$ cat config.mk
export PLATFORM = sky130hd
export DESIGN_NAME = dual_chain_driver
export DESIGN_NICKNAME = d
export VERILOG_FILES = /design/src/rtl/dcd_pkg.sv /design/src/rtl/dcd_chain.sv /design/src/rtl/dcd_latch_bank.sv /design/src/rtl/dcd_blank.sv /design/src/rtl/dual_chain_driver.sv
export SDC_FILE = /design/constraint.sdc
export NUM_CORES = 1
export LEC_CHECK = 0
export ABC_AREA = 0
export BUFFER_PORTS_ARGS = -buffer_cell sky130_fd_sc_hd__buf_2
export CAP_MARGIN = 20
export CORE_MARGIN = 4
export CORE_UTILIZATION = 58
export DETAILED_ROUTE_END_ITERATION = 10
export HOLD_SLACK_MARGIN = 0.15
export PLACE_DENSITY_LB_ADDON = 0.2
export SLEW_MARGIN = 20
export SYNTH_ARGS = -nofsm -noshare
export SYNTH_HDL_FRONTEND = slang
export SYNTH_SLANG_ARGS = --single-unit
$ cat constraint.sdc
create_clock -name clk -period 1.35 [get_ports clk]
set_clock_uncertainty 0.15 [all_clocks]
set_input_delay 0.27 -clock clk [delete_from_list [all_inputs] [get_ports clk]]
set_output_delay 0.27 -clock clk [all_outputs]
set_load 0.005 [all_outputs]
$ cat src/rtl/dcd_pkg.sv
package dcd_pkg;
  localparam logic DIR_FWD = 1'b1;
  localparam logic DIR_REV = 1'b0;
endpackage

$ cat src/rtl/dcd_chain.sv
module dcd_chain #(
  parameter int LEN = 32
) (
  input  logic           clk,
  input  logic           rst,
  input  logic           shift_en,
  input  logic           dir,
  input  logic           a_in,
  input  logic           b_in,
  output logic           a_out,
  output logic           a_oe,
  output logic           b_out,
  output logic           b_oe,
  output logic [LEN-1:0] q,
  output logic [LEN-1:0] d
);
  import dcd_pkg::*;

  logic [LEN-1:0] sr_q;

  always_comb begin
    if (!shift_en)           d = sr_q;
    else if (dir == DIR_FWD) d = {sr_q[LEN-2:0], a_in};
    else                     d = {b_in, sr_q[LEN-1:1]};
  end

  always_ff @(posedge clk) begin
    if (rst) sr_q <= '0;
    else     sr_q <= d;
  end

  assign q     = sr_q;
  assign a_oe  = (dir == DIR_REV);
  assign b_oe  = (dir == DIR_FWD);
  assign a_out = (dir == DIR_REV) ? sr_q[0] : 1'b0;
  assign b_out = (dir == DIR_FWD) ? sr_q[LEN-1] : 1'b0;

  assert_hold_R4: assert property (@(posedge clk) disable iff (rst)
    !shift_en |=> $stable(sr_q));
  assert_fwd_entry_R2: assert property (@(posedge clk) disable iff (rst)
    (shift_en && dir == DIR_FWD) |=> sr_q[0] == $past(a_in));
  assert_rev_entry_R3: assert property (@(posedge clk) disable iff (rst)
    (shift_en && dir == DIR_REV) |=> sr_q[LEN-1] == $past(b_in));
endmodule

$ cat src/rtl/dcd_latch_bank.sv
module dcd_latch_bank #(
  parameter int W = 64
) (
  input  logic         clk,
  input  logic         rst,
  input  logic         le,
  input  logic [W-1:0] sr_q,
  input  logic [W-1:0] sr_d,
  output logic [W-1:0] view
);
  logic [W-1:0] hold_q;

  always_ff @(posedge clk) begin
    if (rst)     hold_q <= '0;
    else if (le) hold_q <= sr_d;
  end

  assign view = le ? sr_q : hold_q;

  assert_keep_R7: assert property (@(posedge clk) disable iff (rst)
    !le |=> $stable(hold_q));
endmodule

$ cat src/rtl/dcd_blank.sv
module dcd_blank #(
  parameter int W = 64
) (
  input  logic         clk,
  input  logic         rst,
  input  logic         blank_n,
  input  logic [W-1:0] din,
  output logic [W-1:0] dout
);
  assign dout = blank_n ? din : '0;

  assert_release_R8: assert property (@(posedge clk) disable iff (rst)
    (blank_n && $past(blank_n) && $stable(din)) |-> $stable(dout));
endmodule

$ cat src/rtl/dual_chain_driver.sv
module dual_chain_driver #(
  parameter int CHAIN_LEN  = 32,
  parameter int NUM_CHAINS = 2
) (
  input  logic                            clk,
  input  logic                            rst,
  input  logic                            shift_en,
  input  logic                            dir,
  input  logic [NUM_CHAINS-1:0]           a_in,
  output logic [NUM_CHAINS-1:0]           a_out,
  output logic [NUM_CHAINS-1:0]           a_oe,
  input  logic [NUM_CHAINS-1:0]           b_in,
  output logic [NUM_CHAINS-1:0]           b_out,
  output logic [NUM_CHAINS-1:0]           b_oe,
  input  logic                            le,
  input  logic                            blank_n,
  output logic                            ser_out,
  output logic [CHAIN_LEN*NUM_CHAINS-1:0] drv_out
);
  import dcd_pkg::*;

  localparam int OUT_W = CHAIN_LEN * NUM_CHAINS;
  localparam int LAST  = OUT_W - 1;

  logic [OUT_W-1:0] sr_q_all, sr_d_all, view;

  for (genvar c = 0; c < NUM_CHAINS; c++) begin : g_chain
    dcd_chain #(.LEN(CHAIN_LEN)) u_chain (
      .clk(clk), .rst(rst), .shift_en(shift_en), .dir(dir),
      .a_in(a_in[c]), .b_in(b_in[c]),
      .a_out(a_out[c]), .a_oe(a_oe[c]),
      .b_out(b_out[c]), .b_oe(b_oe[c]),
      .q(sr_q_all[c*CHAIN_LEN +: CHAIN_LEN]),
      .d(sr_d_all[c*CHAIN_LEN +: CHAIN_LEN])
    );
  end

  dcd_latch_bank #(.W(OUT_W)) u_latch (
    .clk(clk), .rst(rst), .le(le),
    .sr_q(sr_q_all), .sr_d(sr_d_all), .view(view)
  );

  dcd_blank #(.W(OUT_W)) u_blank (
    .clk(clk), .rst(rst), .blank_n(blank_n), .din(view), .dout(drv_out)
  );

  assign ser_out = sr_q_all[LAST];

  assert_cascade_R9: assert property (@(posedge clk) disable iff (rst)
    (shift_en && dir == DIR_FWD && !$past(rst)) |=> ser_out == $past(sr_q_all[LAST-1]));
  assert_reset_R1: assert property (@(posedge clk)
    rst |=> (ser_out == 1'b0 && a_out == '0 && b_out == '0));
endmodule

==> impl_results.md <==
* Reg2reg start: g_chain[0].u_chain.q[20]
* Die area at 13300 um2
* Critical path fanouts, max at 2
* Sequential element share of the synthesized area at 0.383
* Switching pwr at 0.00300 W
* DP HPWL at 11200 um
* Fmax at 603 MHz
* Worst Tran Pin Value at 474 ps
* Syn_nets at 743
* Crit path DAT at 1240 ps
* LEAKAGE at 4.26 nW
* Netlist cell types at 23
* Syn_area_per_cell at 9.13 um2
* Slew HR at 0.684
* Final worst setup slack at -310 ps
* Root Driver: clkbuf_16
* Synth area leaders: dfxtp_1, mux2i_1, o221ai_1
* Clock sinks at 128
* Slew Viols, Final at 0
* Area growth syn-to-layout at 51.3%
* Sequential share of power at 0.372
* Top Ports at 83
* Cell area after placement at 7620 um2
* Vias/cell at 6.94
* Crit share post-route at 1.23
* Hold path start: rst
* RSZ-0062 raised after global routing: yes
* Dpl cells at 948
* Tmin final at 1660 ps
* Element type at the critical path end: output port
* #FFs+latches synth at 128
* First-pass DRT Iterations at 5
* TritonCTS buffer count at 17
* PD cells at 1120 nW/um2
* Synth area leader: dfxtp_1
* Internal power at 0.00834 W
* Routed vias at 7545
* Final Util at 0.914
* Post-Layout Cell Count at 1087
* Die height at 115 um
* Number of max-cap violations at 0
* Post-synth top area share at 0.383
* Final WL at 27400 um
* Post-synthesis cell area at 6690 um2
* Worst ir drop on vdd at 1350 uV
* Layout cell share with drive strength beyond 1 at 0.604
* Clock Tree Buf Depth at 2
* GR Util All Layers at 0.328
* IO Port Bufs at 82
* Filler Cells Inserted at 383
* Setup Crit Path Kind: register to output port
* First-pass GRT wire length at 34800 um
* Initial Util at 0.604
* Total gr overflow at 0
* Vias in the first global route at 6892
* Worst-path clk slew at 60 ps
* Failing checks: setup timing
* Die width at 115 um
* Logic pwr share at 0.183
* Worst EP required at 930 ps
* CTS tree: done
* Setup_tns at -13060 ps
* Wirelength per Cell at 25.2 um
* H-tree Lvls at 4
* Clock network power share at 0.445
* Worst-Skew Late Latency at 430 ps
* Initial antenna violation count at 0
* Worst hold path type: primary input to register
* # setup viols final at 71
* Final net count at 946
* Final Hold Vio Count at 0
* Drt initial violations at 1065
* Mapped Cells at 733
* CP Launch Point: g_chain[1].u_chain.q[8]
* Core area at 11100 um2
* Post-route DRC at 0
* Post-route cell area at 10100 um2
* Largest net degree at the start of global routing at 47
* Crit path launch type: register
* Cell Rows at 38
* Sw Share at 0.265
* Antenna cells at 0
* RD Place Congestion at 0.838
* Outcome: complete, but fails checks
* Synth warnings at 0
* ANT nets after route at 0
through the flow:
stage | hold WS (ps) | setup slack [ps] | power (W)
floorplan | 348 | -17.6 | 0.00503
global route | 151 | -305 | 0.0116
finish | 144 | -310 | 0.0113
global placement | 367 | -296 | 0.00546
detailed placement | 370 | -309 | 0.00552
CTS | 151 | -227 | 0.0108
worst max-delay path, cell delays in order, from the launching register on:
cell and delay (ps):
dfxtp_2 350, nand2_2 70, a21boi_1 230, buf_2 160
cells in the mapped netlist:
| cell type | n |
|---|---|
| or2_1 | 1 |
| nor2b_1 | 2 |
| buf_4 | 13 |
| clkbuf_1 | 28 |
| mux2i_1 | 64 |
| inv_1 | 1 |
| a21boi_1 | 10 |
| buf_2 | 37 |
| a21boi_0 | 54 |
| buf_12 | 1 |
| dfxtp_1 | 128 |
| a211oi_1 | 64 |
| clkbuf_2 | 1 |
| nand3b_1 | 1 |
| or3b_1 | 33 |
| o221ai_1 | 64 |
| and2_1 | 2 |
| nor2_1 | 64 |
| buf_6 | 6 |
| or3b_2 | 30 |
| nand4bb_1 | 1 |
| nand2_1 | 64 |
| nand2b_1 | 64 |
path summary, 6_finish.rpt:
path | endpoint | slack, ps | cells after the start
setup reg to reg | u_latch.hold_q[19] | -30 | 4
setup / recovery | drv_out[40] | -310 | 3
hold / removal | u_latch.hold_q[59] | 140 | 3
hold reg to reg | u_latch.hold_q[9] | 410 | 2
layer usage:
metal / GRT usage / wire (um)
met3: 0.0627 / 2560
met5: 0 / 0
met2: 0.552 / 13200
met1: 0.398 / 9880
met4: 0.173 / 1790
logic make-up after synthesis:
family | Yosys count | synth area share
and+or+nand+nor | 262 | 0.222
AOI/OAI and AO/OA | 192 | 0.227
DFF | 128 | 0.383
buffers and inverters | 87 | 0.0724
muxes | 64 | 0.0957
placed cells by master, fill, tap and decap left out, types with 4 or more instances in the layout:
master         count
nor2_1            64
clkbuf_8           8
buf_2             75
clkbuf_16         22
dfxtp_2          112
nand2_2           59
or3b_1            33
nand2b_1          47
or3b_2            30
dlygate4sd3_1      4
nand2b_4          17
o221ai_1          62
a211oi_1          64
dfxtp_1           11
a21boi_2          42
a21boi_1          22
buf_4            143
mux2i_1           61
dfxtp_4            5
buf_6             12
buf_12            22
bufbuf_16          4
final cells by class:
| cell class | count | area (um2) | area share |
|---|---|---|---|
| sequential | 128 | 2720 | 0.269 |
| tap | 140 | 175 | 0.0173 |
| inverter | 1 | 3.75 | 0.000371 |
| timing repair buffer | 270 | 2430 | 0.240 |
| multi-input combinational | 518 | 4150 | 0.410 |
| clock buffer | 26 | 539 | 0.0533 |
| clock inverter | 4 | 95.1 | 0.00940 |
state kept, by name, indices dropped and copies added (netlist names):
name / count
g_chain.u_chain.q: 64
u_latch.hold_q: 64
repair_timing:
item | CTS | global route
endpoints found under the hold margin | 8 | 0
gates cloned | 8 | 5
setup buffers | 66 | 28
pin swaps | 67 | 85
endpoints found under the setup margin | 69 | 71
resized for setup | 224 | 110
hold buffers | 5 | 0
power by group through the flow:
stage	clock network [W]	logic, W	registers, W
floorplan	0	0.000836	0.00419
global placement	0	0.00124	0.00422
detailed placement	0	0.00128	0.00424
CTS	0.00492	0.00169	0.00416
global route	0.00518	0.00216	0.00422
finish	0.00505	0.00208	0.00421
Power figures use the tool's default switching activity.
